[src/rtl/fmode_pkg.sv]
package fmode_pkg;

  localparam int MAX_BANK_W = 8;

  typedef enum logic [1:0] {
    OP_RESET = 2'd0,
    OP_IDENT = 2'd1,
    OP_QUERY = 2'd2,
    OP_NONE  = 2'd3
  } op_e;

  typedef enum logic [1:0] {
    MD_ARRAY = 2'd0,
    MD_IDENT = 2'd1,
    MD_QUERY = 2'd2
  } mode_e;

  typedef enum logic [1:0] {
    SRC_ARRAY = 2'd0,
    SRC_IDENT = 2'd1,
    SRC_CFI   = 2'd2
  } src_e;

  // equality of two bank fields, zero-extended to the widest bank
  function automatic logic bank_eq(logic [MAX_BANK_W-1:0] a,
                                   logic [MAX_BANK_W-1:0] b);
    return a == b;
  endfunction

  // read source from the current mode and the two bank hits
  function automatic src_e pick_src(mode_e md, logic hit_id, logic hit_q);
    src_e s;
    s = SRC_ARRAY;
    case (md)
      MD_IDENT: if (hit_id) s = SRC_IDENT;
      MD_QUERY: if (hit_q)  s = SRC_CFI;
      default:  s = SRC_ARRAY;
    endcase
    return s;
  endfunction

endpackage

[src/rtl/fmode_dec.sv]
module fmode_dec
  import fmode_pkg::*;
#(
  parameter int BANK_W = 3
) (
  input  mode_e             mode_i,
  input  logic [BANK_W-1:0] id_bank_i,
  input  logic              cmd_valid_i,
  input  logic [1:0]        cmd_op_i,
  input  logic [BANK_W-1:0] cmd_bank_i,
  output logic              ev_ident_enter_o,
  output logic              ev_query_enter_o,
  output logic              ev_query_pop_o,
  output logic              ev_ident_exit_o,
  output logic              ev_dropped_o
);

  localparam int PADW = MAX_BANK_W - BANK_W;

  logic is_reset, is_ident, is_query, bank_match;

  assign is_reset = cmd_valid_i && (cmd_op_i == OP_RESET);
  assign is_ident = cmd_valid_i && (cmd_op_i == OP_IDENT);
  assign is_query = cmd_valid_i && (cmd_op_i == OP_QUERY);

  assign bank_match = bank_eq({{PADW{1'b0}}, cmd_bank_i},
                              {{PADW{1'b0}}, id_bank_i});

  always_comb begin
    ev_ident_enter_o = 1'b0;
    ev_query_enter_o = 1'b0;
    ev_query_pop_o   = 1'b0;
    ev_ident_exit_o  = 1'b0;
    ev_dropped_o     = 1'b0;
    case (mode_i)
      MD_ARRAY: begin
        ev_ident_enter_o = is_ident;
        ev_query_enter_o = is_query;
      end
      MD_IDENT: begin
        ev_ident_exit_o  = is_reset;
        ev_query_enter_o = is_query && bank_match;
        ev_dropped_o     = (is_query && !bank_match) || is_ident;
      end
      MD_QUERY: begin
        ev_query_pop_o = is_reset;
        ev_dropped_o   = is_ident || is_query;
      end
      default: ev_dropped_o = cmd_valid_i;
    endcase
  end

endmodule

[src/rtl/fmode_stack.sv]
module fmode_stack
  import fmode_pkg::*;
#(
  parameter int BANK_W = 3
) (
  input  logic              clk,
  input  logic              rst,
  input  logic              ev_ident_enter_i,
  input  logic              ev_query_enter_i,
  input  logic              ev_query_pop_i,
  input  logic              ev_ident_exit_i,
  input  logic [BANK_W-1:0] cmd_bank_i,
  output mode_e             mode_o,
  output mode_e             prev_o,
  output logic [BANK_W-1:0] id_bank_o,
  output logic [BANK_W-1:0] qry_bank_o
);

  mode_e             mode_q, prev_q;
  logic [BANK_W-1:0] id_bank_q, qry_bank_q;

  always_ff @(posedge clk) begin
    if (rst) begin
      mode_q     <= MD_ARRAY;
      prev_q     <= MD_ARRAY;
      id_bank_q  <= '0;
      qry_bank_q <= '0;
    end else if (ev_ident_enter_i) begin
      mode_q    <= MD_IDENT;
      id_bank_q <= cmd_bank_i;
    end else if (ev_query_enter_i) begin
      prev_q     <= mode_q;
      mode_q     <= MD_QUERY;
      qry_bank_q <= cmd_bank_i;
    end else if (ev_query_pop_i) begin
      mode_q <= prev_q;
      prev_q <= MD_ARRAY;
    end else if (ev_ident_exit_i) begin
      mode_q <= MD_ARRAY;
    end
  end

  assign mode_o     = mode_q;
  assign prev_o     = prev_q;
  assign id_bank_o  = id_bank_q;
  assign qry_bank_o = qry_bank_q;

endmodule

[src/rtl/fmode_route.sv]
module fmode_route
  import fmode_pkg::*;
#(
  parameter int BANK_W = 3
) (
  input  mode_e             mode_i,
  input  logic [BANK_W-1:0] id_bank_i,
  input  logic [BANK_W-1:0] qry_bank_i,
  input  logic [BANK_W-1:0] rd_bank_i,
  output logic [1:0]        src_o
);

  localparam int PADW = MAX_BANK_W - BANK_W;

  logic hit_id, hit_q;

  assign hit_id = bank_eq({{PADW{1'b0}}, rd_bank_i}, {{PADW{1'b0}}, id_bank_i});
  assign hit_q  = bank_eq({{PADW{1'b0}}, rd_bank_i}, {{PADW{1'b0}}, qry_bank_i});
  assign src_o  = pick_src(mode_i, hit_id, hit_q);

endmodule

[src/rtl/fmode_ctrl.sv]
module fmode_ctrl
  import fmode_pkg::*;
#(
  parameter int BANK_W = 3
) (
  input  logic              clk,
  input  logic              rst,
  input  logic              cmd_valid_i,
  input  logic [1:0]        cmd_op_i,
  input  logic [BANK_W-1:0] cmd_bank_i,
  input  logic [BANK_W-1:0] rd_bank_i,
  output logic [1:0]        rd_src_o
);

  mode_e             mode_q, prev_q;
  logic [BANK_W-1:0] id_bank_q, qry_bank_q;
  logic              ev_ident_enter, ev_query_enter, ev_query_pop;
  logic              ev_ident_exit, ev_dropped;

  fmode_dec #(.BANK_W(BANK_W)) u_dec (
    .mode_i           (mode_q),
    .id_bank_i        (id_bank_q),
    .cmd_valid_i      (cmd_valid_i),
    .cmd_op_i         (cmd_op_i),
    .cmd_bank_i       (cmd_bank_i),
    .ev_ident_enter_o (ev_ident_enter),
    .ev_query_enter_o (ev_query_enter),
    .ev_query_pop_o   (ev_query_pop),
    .ev_ident_exit_o  (ev_ident_exit),
    .ev_dropped_o     (ev_dropped)
  );

  fmode_stack #(.BANK_W(BANK_W)) u_stack (
    .clk              (clk),
    .rst              (rst),
    .ev_ident_enter_i (ev_ident_enter),
    .ev_query_enter_i (ev_query_enter),
    .ev_query_pop_i   (ev_query_pop),
    .ev_ident_exit_i  (ev_ident_exit),
    .cmd_bank_i       (cmd_bank_i),
    .mode_o           (mode_q),
    .prev_o           (prev_q),
    .id_bank_o        (id_bank_q),
    .qry_bank_o       (qry_bank_q)
  );

  fmode_route #(.BANK_W(BANK_W)) u_route (
    .mode_i     (mode_q),
    .id_bank_i  (id_bank_q),
    .qry_bank_i (qry_bank_q),
    .rd_bank_i  (rd_bank_i),
    .src_o      (rd_src_o)
  );

endmodule

[config.mk]
export PLATFORM = sky130hd
export DESIGN_NAME = fmode_ctrl
export DESIGN_NICKNAME = d
export VERILOG_FILES = /design/src/rtl/fmode_pkg.sv /design/src/rtl/fmode_dec.sv /design/src/rtl/fmode_stack.sv /design/src/rtl/fmode_route.sv /design/src/rtl/fmode_ctrl.sv
export SDC_FILE = /design/constraint.sdc
export NUM_CORES = 1
export LEC_CHECK = 0
export BUFFER_PORTS_ARGS = -buffer_cell sky130_fd_sc_hd__buf_2
export CORE_AREA = 2 2 39 41
export CTS_CLUSTER_DIAMETER = 80
export CTS_CLUSTER_SIZE = 28
export DETAILED_ROUTE_END_ITERATION = 16
export DIE_AREA = 0 0 41 43
export GPL_TIMING_DRIVEN = 0
export PLACE_DENSITY = 0.79
export REMOVE_ABC_BUFFERS = 1
export SLEW_MARGIN = 0
export SYNTH_ARGS = -nofsm -noshare
export SYNTH_HDL_FRONTEND = slang
export SYNTH_SLANG_ARGS = --single-unit
[constraint.sdc]
create_clock -name clk -period 2.33 [get_ports clk]
set_clock_uncertainty 0.1 [all_clocks]
set_input_delay 0.233 -clock clk [delete_from_list [all_inputs] [get_ports clk]]
set_output_delay 0.233 -clock clk [all_outputs]
set_load 0.005 [all_outputs]
==> results of run 1 <==
-- per-stage QoR --
stage                     area (µm²)  hold WS, ns  setup TNS (ns)
final                            709        0.141               0
after global routing             709        0.137               0
after CTS                        709        0.132               0
after detailed placement         687        0.382               0
after global placement           673        0.374           -1.20
after floorplan                  593        0.202               0
-- area by class of cell --
type	instances	area, µm²
clock buffer	3	22.5
fill	137	674
inverter	2	7.51
multi-input combinational	52	392
sequential	10	200
tap	16	20.0
timing repair buffer	13	67.6
-- worst min-delay path by stage --
stage,to,slack (ns),depth (start not counted)
after floorplan,u_stack.id_bank_o[0],0.20,1
after global placement,u_stack.qry_bank_o[2],0.37,2
after detailed placement,u_stack.qry_bank_o[2],0.38,2
after CTS,u_stack.id_bank_o[1],0.13,3
after global routing,u_stack.id_bank_o[1],0.14,3
final,u_stack.id_bank_o[1],0.14,3
-- kinds of logic after synthesis --
| kind of cell | count (synthesis) |
|---|---|
| DFF | 10 |
| xor gates and xnor gates | 9 |
| AOI/OAI and AO/OA | 8 |
| adders and majority gates | 3 |
| and+or+nand+nor | 27 |
| buffers and inverters | 4 |
| muxes | 5 |
-- power groups by stage --
stage                     Sequential [µW]  Combinational, µW  Clock [µW]
final                                 182               56.6         119
after global routing                  183               63.4         131
after CTS                             182               57.1         125
after detailed placement              186               56.8           0
after global placement                185               53.7           0
after floorplan                       185               34.3           0
-- flip-flops by register name (all words and copies together) (netlist names) --
register	flops
u_stack.prev_o	2
u_stack.mode_o	2
u_stack.id_bank_o	3
u_stack.qry_bank_o	3
-- cells in the mapped netlist (2+ instances only) --
| library cell | n | area [µm²] |
|---|---|---|
| mux2i_1 | 5 | 50.1 |
| nand2_1 | 7 | 26.3 |
| nor3_1 | 2 | 10.0 |
| nand2b_1 | 8 | 50.1 |
| a21oi_1 | 3 | 15.0 |
| xnor2_1 | 5 | 43.8 |
| xor2_1 | 4 | 35.0 |
| or3b_1 | 2 | 17.5 |
| inv_1 | 2 | 7.51 |
| dfxtp_1 | 10 | 200 |
| ha_1 | 3 | 37.5 |
-- critical path: cells and delay by family (launching register included) --
family | cells | cell delay [ns]
buffers and inverters | 2 | 0.33
and+or+nand+nor | 1 | 0.50
AOI/OAI and AO/OA | 1 | 0.13
muxes | 1 | 0.19
adders and majority gates | 1 | 0.18
DFF | 1 | 0.34
-- layer usage --
layer / global-route usage / wire (µm) / up-vias
met5: 0 / 0 / -
met2: 0.216 / 475 / 8
met3: 0.0314 / 34 / 4
met1: 0.180 / 554 / 218
met4: 0.140 / 36 / 0
li1: - / - / 256
==> results.py, run 1 <==
metrics = {
    "clock_tree": {
        "root_buffer": "clkbuf_4",
        "insertion_delay_ns": 0.27,
        "hold_buffers": 0,
        "clockBufferDepth": 2,
        "cts_sinks": 10,
        "post-cts-setup-buffers": 0,
        "cts_tree": "built",
        "clkTransAtPathRegs_ns": 0.06,
        "cts_buffers": 3,
        "h-tree-depth": 1,
        "ctsResizeCount": 0,
    },
    "pwr": {
        "swShare": 0.257,
        "p_leak_uw": 0.000275,
        "p_comb_frac": 0.158,
        "power.density_nw_per_um2": 504,
        "worst_ir_drop_vdd_mv": 0.200,
        "p_seq_frac": 0.509,
        "p_sw_uw": 91.9,
        "cellInternalPower_uw": 266,
        "total_power_uw": 358,
        "pwr-share-clk": 0.333,
    },
    "yosys": {
        "synth_top_family_by_area": "simple AND/OR/NAND/NOR gates",
        "async_reset_ff_frac": 0,
        "synth_edf_count": 0,
        "yosys-mux-area-fraction": 0.0828,
        "synth_fa_ha_area_frac": 0.0621,
        "netlist_instances": 66,
        "yosys_warnings": 0,
        "synth_area_per_cell_um2": 9.16,
        "ys_ff_latch": 10,
        "yosys_most_used_dff": "dfxtp_1",
        "synth-compound-area-share": 0.0890,
        "ys_types": 26,
        "synth.cell_area_um2": 604,
        "yosysSeqAreaShare": 0.331,
        "synth_xor_area_frac": 0.130,
        "synthSimpleGateAreaFrac": 0.273,
    },
    "run": {
        "drv_cap": 0,
    },
    "worst_setup_path": {
        "slowest_delay_ns": 0.50,
        "end_kind": "flip-flop",
        "crit_type": "reg -> reg",
        "arrival_ns": 1.94,
        "rr_endpoint": "u_stack.qry_bank_o[1]",
        "critPathCapture": "u_stack.qry_bank_o[1]",
        "rr_startpoint": "u_stack.mode_o[1]",
        "r2r_cells": 6,
        "rrSetupSlack_ns": 0.48,
        "worstPathMaxFanout": 5,
        "critPathLaunchType": "flip-flop",
        "crit_start": "u_stack.mode_o[1]",
        "crit_path_top_delay_cell": "nor4bb_2",
        "critPathRequiredTime_ns": 2.42,
        "path_cells": "inv_1 -> ha_1 -> a41oi_1 -> nor4bb_2 -> buf_4 -> mux2i_1",
    },
    "placed_design": {
        "dpl.cell_count": 93,
        "gp_congestion": 0.730,
        "portBuffers": 12,
        "dpl.hpwl_um": 839,
        "dp_worst_setup_slack_ns": 0.476,
    },
    "timing": {
        "rsz0062_at_grt": "no",
        "finalHoldViolations": 0,
        "setup_violations": 0,
        "fin_crit_ns": 1.85,
        "max_clock_freq_ghz": 0.540,
        "min_period_over_period": 0.794,
        "slew_headroom": 0.665,
        "tightest_slew_ns": 0.495,
        "drv_slew": 0,
        "setup_ws_ns": 0.480,
    },
    "global_route": {
        "track_usage": 0.153,
        "grt_pass1_wl_mm": 1.76,
        "grt_antenna_before_repair": 0,
        "overflow": 0,
        "grt_pass1_vias": 457,
        "grt_max_degree": 16,
    },
    "floorplan": {
        "die_area_um2": 1760,
        "fp.dieW_um": 41,
        "io_pins": 13,
        "dieHeight_um": 43,
        "core_area_um2": 1380,
        "start_util": 0.437,
        "placementRows": 14,
    },
    "routing": {
        "wl_per_cell_um": 11.5,
        "detail-route-antenna-nets": 0,
        "drt_iter0_markers": 4,
        "viasPerCell": 5.06,
        "finalWirelength_mm": 1.10,
        "num_vias": 486,
        "drc": 0,
        "dr.pass1.iters": 4,
    },
    "layout": {
        "area_growth_syn_to_layout_pct": 17.4,
        "final_common_cell": "buf_2",
        "final_util": 0.513,
        "nets": 96,
        "instances_no_fill": 96,
        "final_cell_mix": "buf_2, dfxtp_1, nand2b_1, nand2_1",
        "diodes": 0,
        "layout-drive-gt1-share": 0.225,
    },
    "min_path": {
        "min_path_type": "in -> reg",
        "hp-start": "cmd_bank_i[1]",
    },
    "outcome": {
        "status": "finished clean",
    },
}
Power figures use the tool's default switching activity.
==> inputs of run 2 (changes only) <==
CORE_AREA = not set   (was 2 2 39 41)
CORE_UTILIZATION = 45   (was not set)
DIE_AREA = not set   (was 0 0 41 43)
PLACE_DENSITY = 0.82   (was 0.79)
clock period = 1.7 ns   (was 2.33 ns; I/O delays follow)
==> run 2 against run 1 <==
Die area fell by 15%. Total power rose by 58%. First-iteration DRC count rose by 25%. Sequential share of layout area fell by 1.6 points. Worst hold slack got worse by 0.084 ns. Largest power group unchanged.
==> results.py, run 2 (synthesis gave the netlist of run 1 again) <==
metrics = {
    "layout": {
        "final_util": 0.663,
        "fillers": 102,
        "diodes": 0,
        "final_common_cell": "buf_2",
        "final_cell_mix": "buf_2, nand2b_1, nand2_1, dfxtp_1, mux2i_1",
        "area_growth_syn_to_layout_pct": 28.6,
        "nets": 97,
        "layout-drive-gt1-share": 0.341,
        "finalInstanceArea_um2": 777,
    },
    "pwr": {
        "power.density_nw_per_um2": 727,
        "total_power_uw": 565,
        "worst_ir_drop_vdd_mv": 0.380,
        "p_leak_uw": 0.000300,
    },
    "timing": {
        "tightest_slew_ns": 0.283,
        "fin_crit_ns": 1.61,
        "slew_headroom": 0.811,
        "setup_violations": 0,
        "min_period_over_period": 0.946,
        "max_clock_freq_ghz": 0.622,
        "tns_ns": 0,
        "finalHoldViolations": 0,
        "setup_ws_ns": 0.0924,
        "drv_slew": 0,
    },
    "routing": {
        "dr.pass1.iters": 2,
        "finalWirelength_mm": 1.25,
        "drc": 0,
        "wl_per_cell_um": 13.0,
        "num_vias": 519,
        "drt_iter0_markers": 5,
        "detail-route-antenna-nets": 0,
        "viasPerCell": 5.41,
    },
    "global_route": {
        "grt_antenna_before_repair": 0,
        "grt_max_degree": 16,
        "track_usage": 0.188,
        "overflow": 0,
        "grt_pass1_vias": 429,
        "grt_pass1_wl_mm": 1.81,
    },
    "clock_tree": {
        "h-tree-depth": 1,
        "cts_buffers": 3,
        "cts_tree": "built",
        "hold_buffers": 0,
        "root_buffer": "clkbuf_4",
        "insertion_delay_ns": 0.28,
        "cts_sinks": 10,
        "clkTransAtPathRegs_ns": 0.07,
        "clockBufferDepth": 2,
    },
    "placed_design": {
        "post_dp_cell_area_um2": 684,
        "gp_congestion": 0.709,
        "portBuffers": 12,
        "dp_worst_setup_slack_ns": -0.00912,
    },
    "worst_setup_path": {
        "cp.buffers_inverters": 2,
        "critPathRequiredTime_ns": 1.43,
        "worstPathMaxFanout": 4,
        "end_kind": "primary output",
        "crit_start": "u_stack.mode_o[0]",
        "critPathLaunchType": "flip-flop",
        "rrSetupSlack_ns": 0.10,
        "slowest_delay_ns": 0.37,
        "arrival_ns": 1.34,
        "critPathCapture": "rd_src_o[1]",
        "r2r_cells": 5,
        "crit_path_top_delay_cell": "dfxtp_4",
        "path_cells": "inv_1 -> ha_2 -> nand3_1 -> nor3_1 -> buf_2",
        "cpLargestDelayFamily": "flip-flops",
        "crit_type": "reg -> out",
        "rr_endpoint": "u_stack.prev_o[1]",
        "rr_startpoint": "u_stack.id_bank_o[1]",
        "cp_num_cells": 5,
    },
    "outcome": {
        "status": "finished clean",
    },
    "floorplan": {
        "placementRows": 12,
        "start_util": 0.516,
        "dieHeight_um": 38.6,
        "fp.dieW_um": 38.6,
        "core_area_um2": 1170,
        "die_area_um2": 1490,
        "io_pins": 13,
    },
    "run": {
        "drv_cap": 0,
    },
    "min_path": {
        "min_path_type": "in -> reg",
    },
}
## run 2: where the power goes
| part | total (µW) | leakage [µW] | internal, µW | switching (µW) |
|---|---|---|---|---|
| combinational | 92.7 | 0.000196 | 47.6 | 45.1 |
| sequential | 250 | 0.0000828 | 242 | 8.16 |
| clock | 222 | 0.0000210 | 130 | 91.7 |
## run 2: tightest hold or removal path: cells and delay by family
kind / cells / cell delay, ns
AO/OA/AOI/OAI: 1 / 0.05
buffers and inverters: 1 / 0.12
AND/OR/NAND/NOR: 1 / 0.05
## run 2: how the worst min path moves through the flow
| stage | endpoint | startpoint | slack (ns) | cells after the start |
|---|---|---|---|---|
| floorplan | u_stack.id_bank_o[0] | rst | 0.14 | 1 |
| global placement | u_stack.id_bank_o[0] | cmd_bank_i[0] | 0.35 | 3 |
| detailed placement | u_stack.id_bank_o[1] | cmd_bank_i[1] | 0.35 | 3 |
| CTS | u_stack.id_bank_o[1] | cmd_bank_i[1] | 0.05 | 3 |
| global route | u_stack.id_bank_o[0] | cmd_bank_i[0] | 0.07 | 3 |
| finish | u_stack.id_bank_o[1] | cmd_bank_i[1] | 0.06 | 3 |
## run 2: final cells by class
cell class	count	area, µm²	share of cell area
Clock buffer	4	36.3	0.0467
Timing Repair Buffer	14	78.8	0.101
Tap cell	14	17.5	0.0225
Inverter	2	7.51	0.00966
Sequential cell	10	206	0.266
Multi-Input combinational cell	52	430	0.554
## run 2: what timing repair did
action                     in CTS  in global routing
resized for setup               0                 12
setup buffers                   1                  0
pin swaps                       1                  1
hold endpoints to repair        0                  0
setup endpoints to repair       4                  7
gates cloned                    0                  0
## run 2: per-stage QoR
stage          cells  hold slack (ns)
2_1_floorplan     64            0.139
3_3_place_gp      90            0.347
3_5_place_dp      91            0.352
4_1_cts           96           0.0533
5_1_grt           96           0.0662
6_report          96           0.0576
## run 2: layer usage
layer,vias to the layer above,GRT usage,part of all wire
met5,-,0,0
met4,0,0.0776,0.0096
met1,247,0.200,0.45
met2,9,0.304,0.49
met3,2,0.104,0.050
li1,261,-,-
==> inputs of run 3 (changes only) <==
SETUP_SLACK_MARGIN = 0.4   (was not set)
==> run 3 against run 2 <==
Critical path depth unchanged. Non-clock buffer count increased by 4. First-iteration DRC count increased by 80%. Sequential share of layout area decreased by 2.9 points. Wire length increased by 25%. Sequential power about the same. Final cell count increased by 4.2%. Largest power group unchanged.
==> results.py, run 3 (synthesis gave the netlist of run 1 again) <==
metrics = {
    "placed_design": {
        "gp_congestion": 0.709,
        "portBuffers": 12,
        "dp_worst_setup_slack_ns": -0.00912,
    },
    "routing": {
        "finalWirelength_mm": 1.56,
        "dr.pass1.iters": 4,
        "highest_layer": "met4",
        "detail-route-antenna-nets": 0,
        "wl_per_cell_um": 15.6,
        "viasPerCell": 5.46,
        "num_vias": 546,
        "drt_iter0_markers": 9,
        "wl_met2_um": 851,
        "drc": 0,
        "wl_met1_um": 612,
        "wl_met3_um": 86,
    },
    "worst_setup_path": {
        "crit_path_top_delay_cell": "dfxtp_2",
        "crit_type": "reg -> reg",
        "arrival_ns": 1.67,
        "path_cells": "xnor2_2 -> a41oi_2 -> nor4bb_4 -> buf_6 -> mux2i_1",
        "worstPathMaxFanout": 6,
        "critPathLaunchType": "flip-flop",
        "critPathRequiredTime_ns": 1.81,
        "cp.buffers_inverters": 1,
        "end_kind": "flip-flop",
        "slowest_delay_ns": 0.34,
        "cpLargestDelayFamily": "flip-flops",
    },
    "global_route": {
        "track_usage": 0.228,
        "grt_pass1_wl_mm": 2.15,
        "overflow": 0,
        "grt_max_degree": 16,
        "grt_pass1_vias": 488,
        "grt_antenna_before_repair": 0,
    },
    "floorplan": {
        "start_util": 0.516,
        "dieHeight_um": 38.6,
        "placementRows": 12,
        "core_area_um2": 1170,
        "fp.dieW_um": 38.6,
        "io_pins": 13,
        "die_area_um2": 1490,
    },
    "min_path": {
        "min_path_type": "in -> reg",
    },
    "timing": {
        "finalHoldViolations": 0,
        "min_period_over_period": 0.915,
        "setup_violations": 0,
        "slew_headroom": 0.783,
        "tightest_slew_ns": 0.322,
        "rsz0062_at_grt": "yes",
        "max_clock_freq_ghz": 0.643,
        "fin_crit_ns": 1.55,
        "setup_ws_ns": 0.145,
        "drv_slew": 0,
    },
    "layout": {
        "area_growth_syn_to_layout_pct": 46.2,
        "diodes": 0,
        "final_util": 0.754,
        "nets": 101,
        "fillers": 86,
        "final_cell_mix": "buf_2, nand2b_1, nand2_1, mux2i_1, dfxtp_1",
        "layout-drive-gt1-share": 0.500,
        "final_common_cell": "buf_2",
    },
    "clock_tree": {
        "clkTransAtPathRegs_ns": 0.07,
        "clockBufferDepth": 2,
        "cts_buffers": 3,
        "cts_sinks": 10,
        "root_buffer": "clkbuf_4",
        "cts_tree": "built",
        "insertion_delay_ns": 0.28,
        "h-tree-depth": 1,
    },
    "pwr": {
        "power.density_nw_per_um2": 677,
        "total_power_uw": 598,
        "p_leak_uw": 0.000338,
        "worst_ir_drop_vdd_mv": 0.414,
    },
    "outcome": {
        "status": "finished clean",
    },
    "run": {
        "drv_cap": 0,
    },
}
-- run 3: metal layers --
layer / global-route usage / vias up
li1: - / 272
met1: 0.242 / 254
met2: 0.392 / 18
met3: 0.104 / 2
met4: 0.0776 / 0
met5: 0 / -
-- run 3: through the flow --
| step | instances | instance area (µm²) | hold WS, ns | setup TNS, ns |
|---|---|---|---|---|
| after floorplan | 64 | 593 | 0.139 | -2.69 |
| after global placement | 90 | 671 | 0.347 | -5.38 |
| after detailed placement | 91 | 684 | 0.352 | -0.00912 |
| after CTS | 99 | 840 | 0.0574 | 0 |
| after global routing | 100 | 883 | 0.0677 | 0 |
| final | 100 | 883 | 0.0619 | 0 |
-- run 3: what timing repair did --
action                     4_1_cts  5_1_grt
buffers inserted                 4        1
gates resized for setup         21        8
pin swaps                        5        6
hold buffers                     0        0
setup endpoints to repair       12       12
-- run 3: cell type report --
| class | count | area [µm²] | share of cell area |
|---|---|---|---|
| well taps | 14 | 17.5 | 0.0198 |
| repair buffers | 18 | 113 | 0.127 |
| multi-input cells | 52 | 495 | 0.561 |
| clock buffers | 4 | 36.3 | 0.0411 |
| inverters | 2 | 12.5 | 0.0142 |
| flip-flops and latches | 10 | 209 | 0.237 |
-- run 3: worst paths after layout --
| kind | to | start | cells after the start | slack [ns] |
|---|---|---|---|---|
| worst max-delay path | u_stack.prev_o[1] | u_stack.id_bank_o[0] | 5 | 0.15 |
| worst min-delay path | u_stack.id_bank_o[0] | cmd_bank_i[0] | 3 | 0.06 |
| worst max register to register | u_stack.prev_o[1] | u_stack.id_bank_o[0] | 5 | 0.15 |
| worst min register to register | u_stack.id_bank_o[0] | u_stack.id_bank_o[0] | 2 | 0.39 |
-- run 3: power by group --
part	switching (µW)	total, µW	internal, µW
combinational	59.8	123	63.6
clock	93.3	224	130
sequential	8.89	251	242
-- run 3: worst register-to-register path, cell delays in order, from the launching register on --
cell and delay, ns:
dfxtp_2 0.34, xnor2_2 0.17, a41oi_2 0.17, nor4bb_4 0.33, buf_6 0.18, mux2i_1 0.18
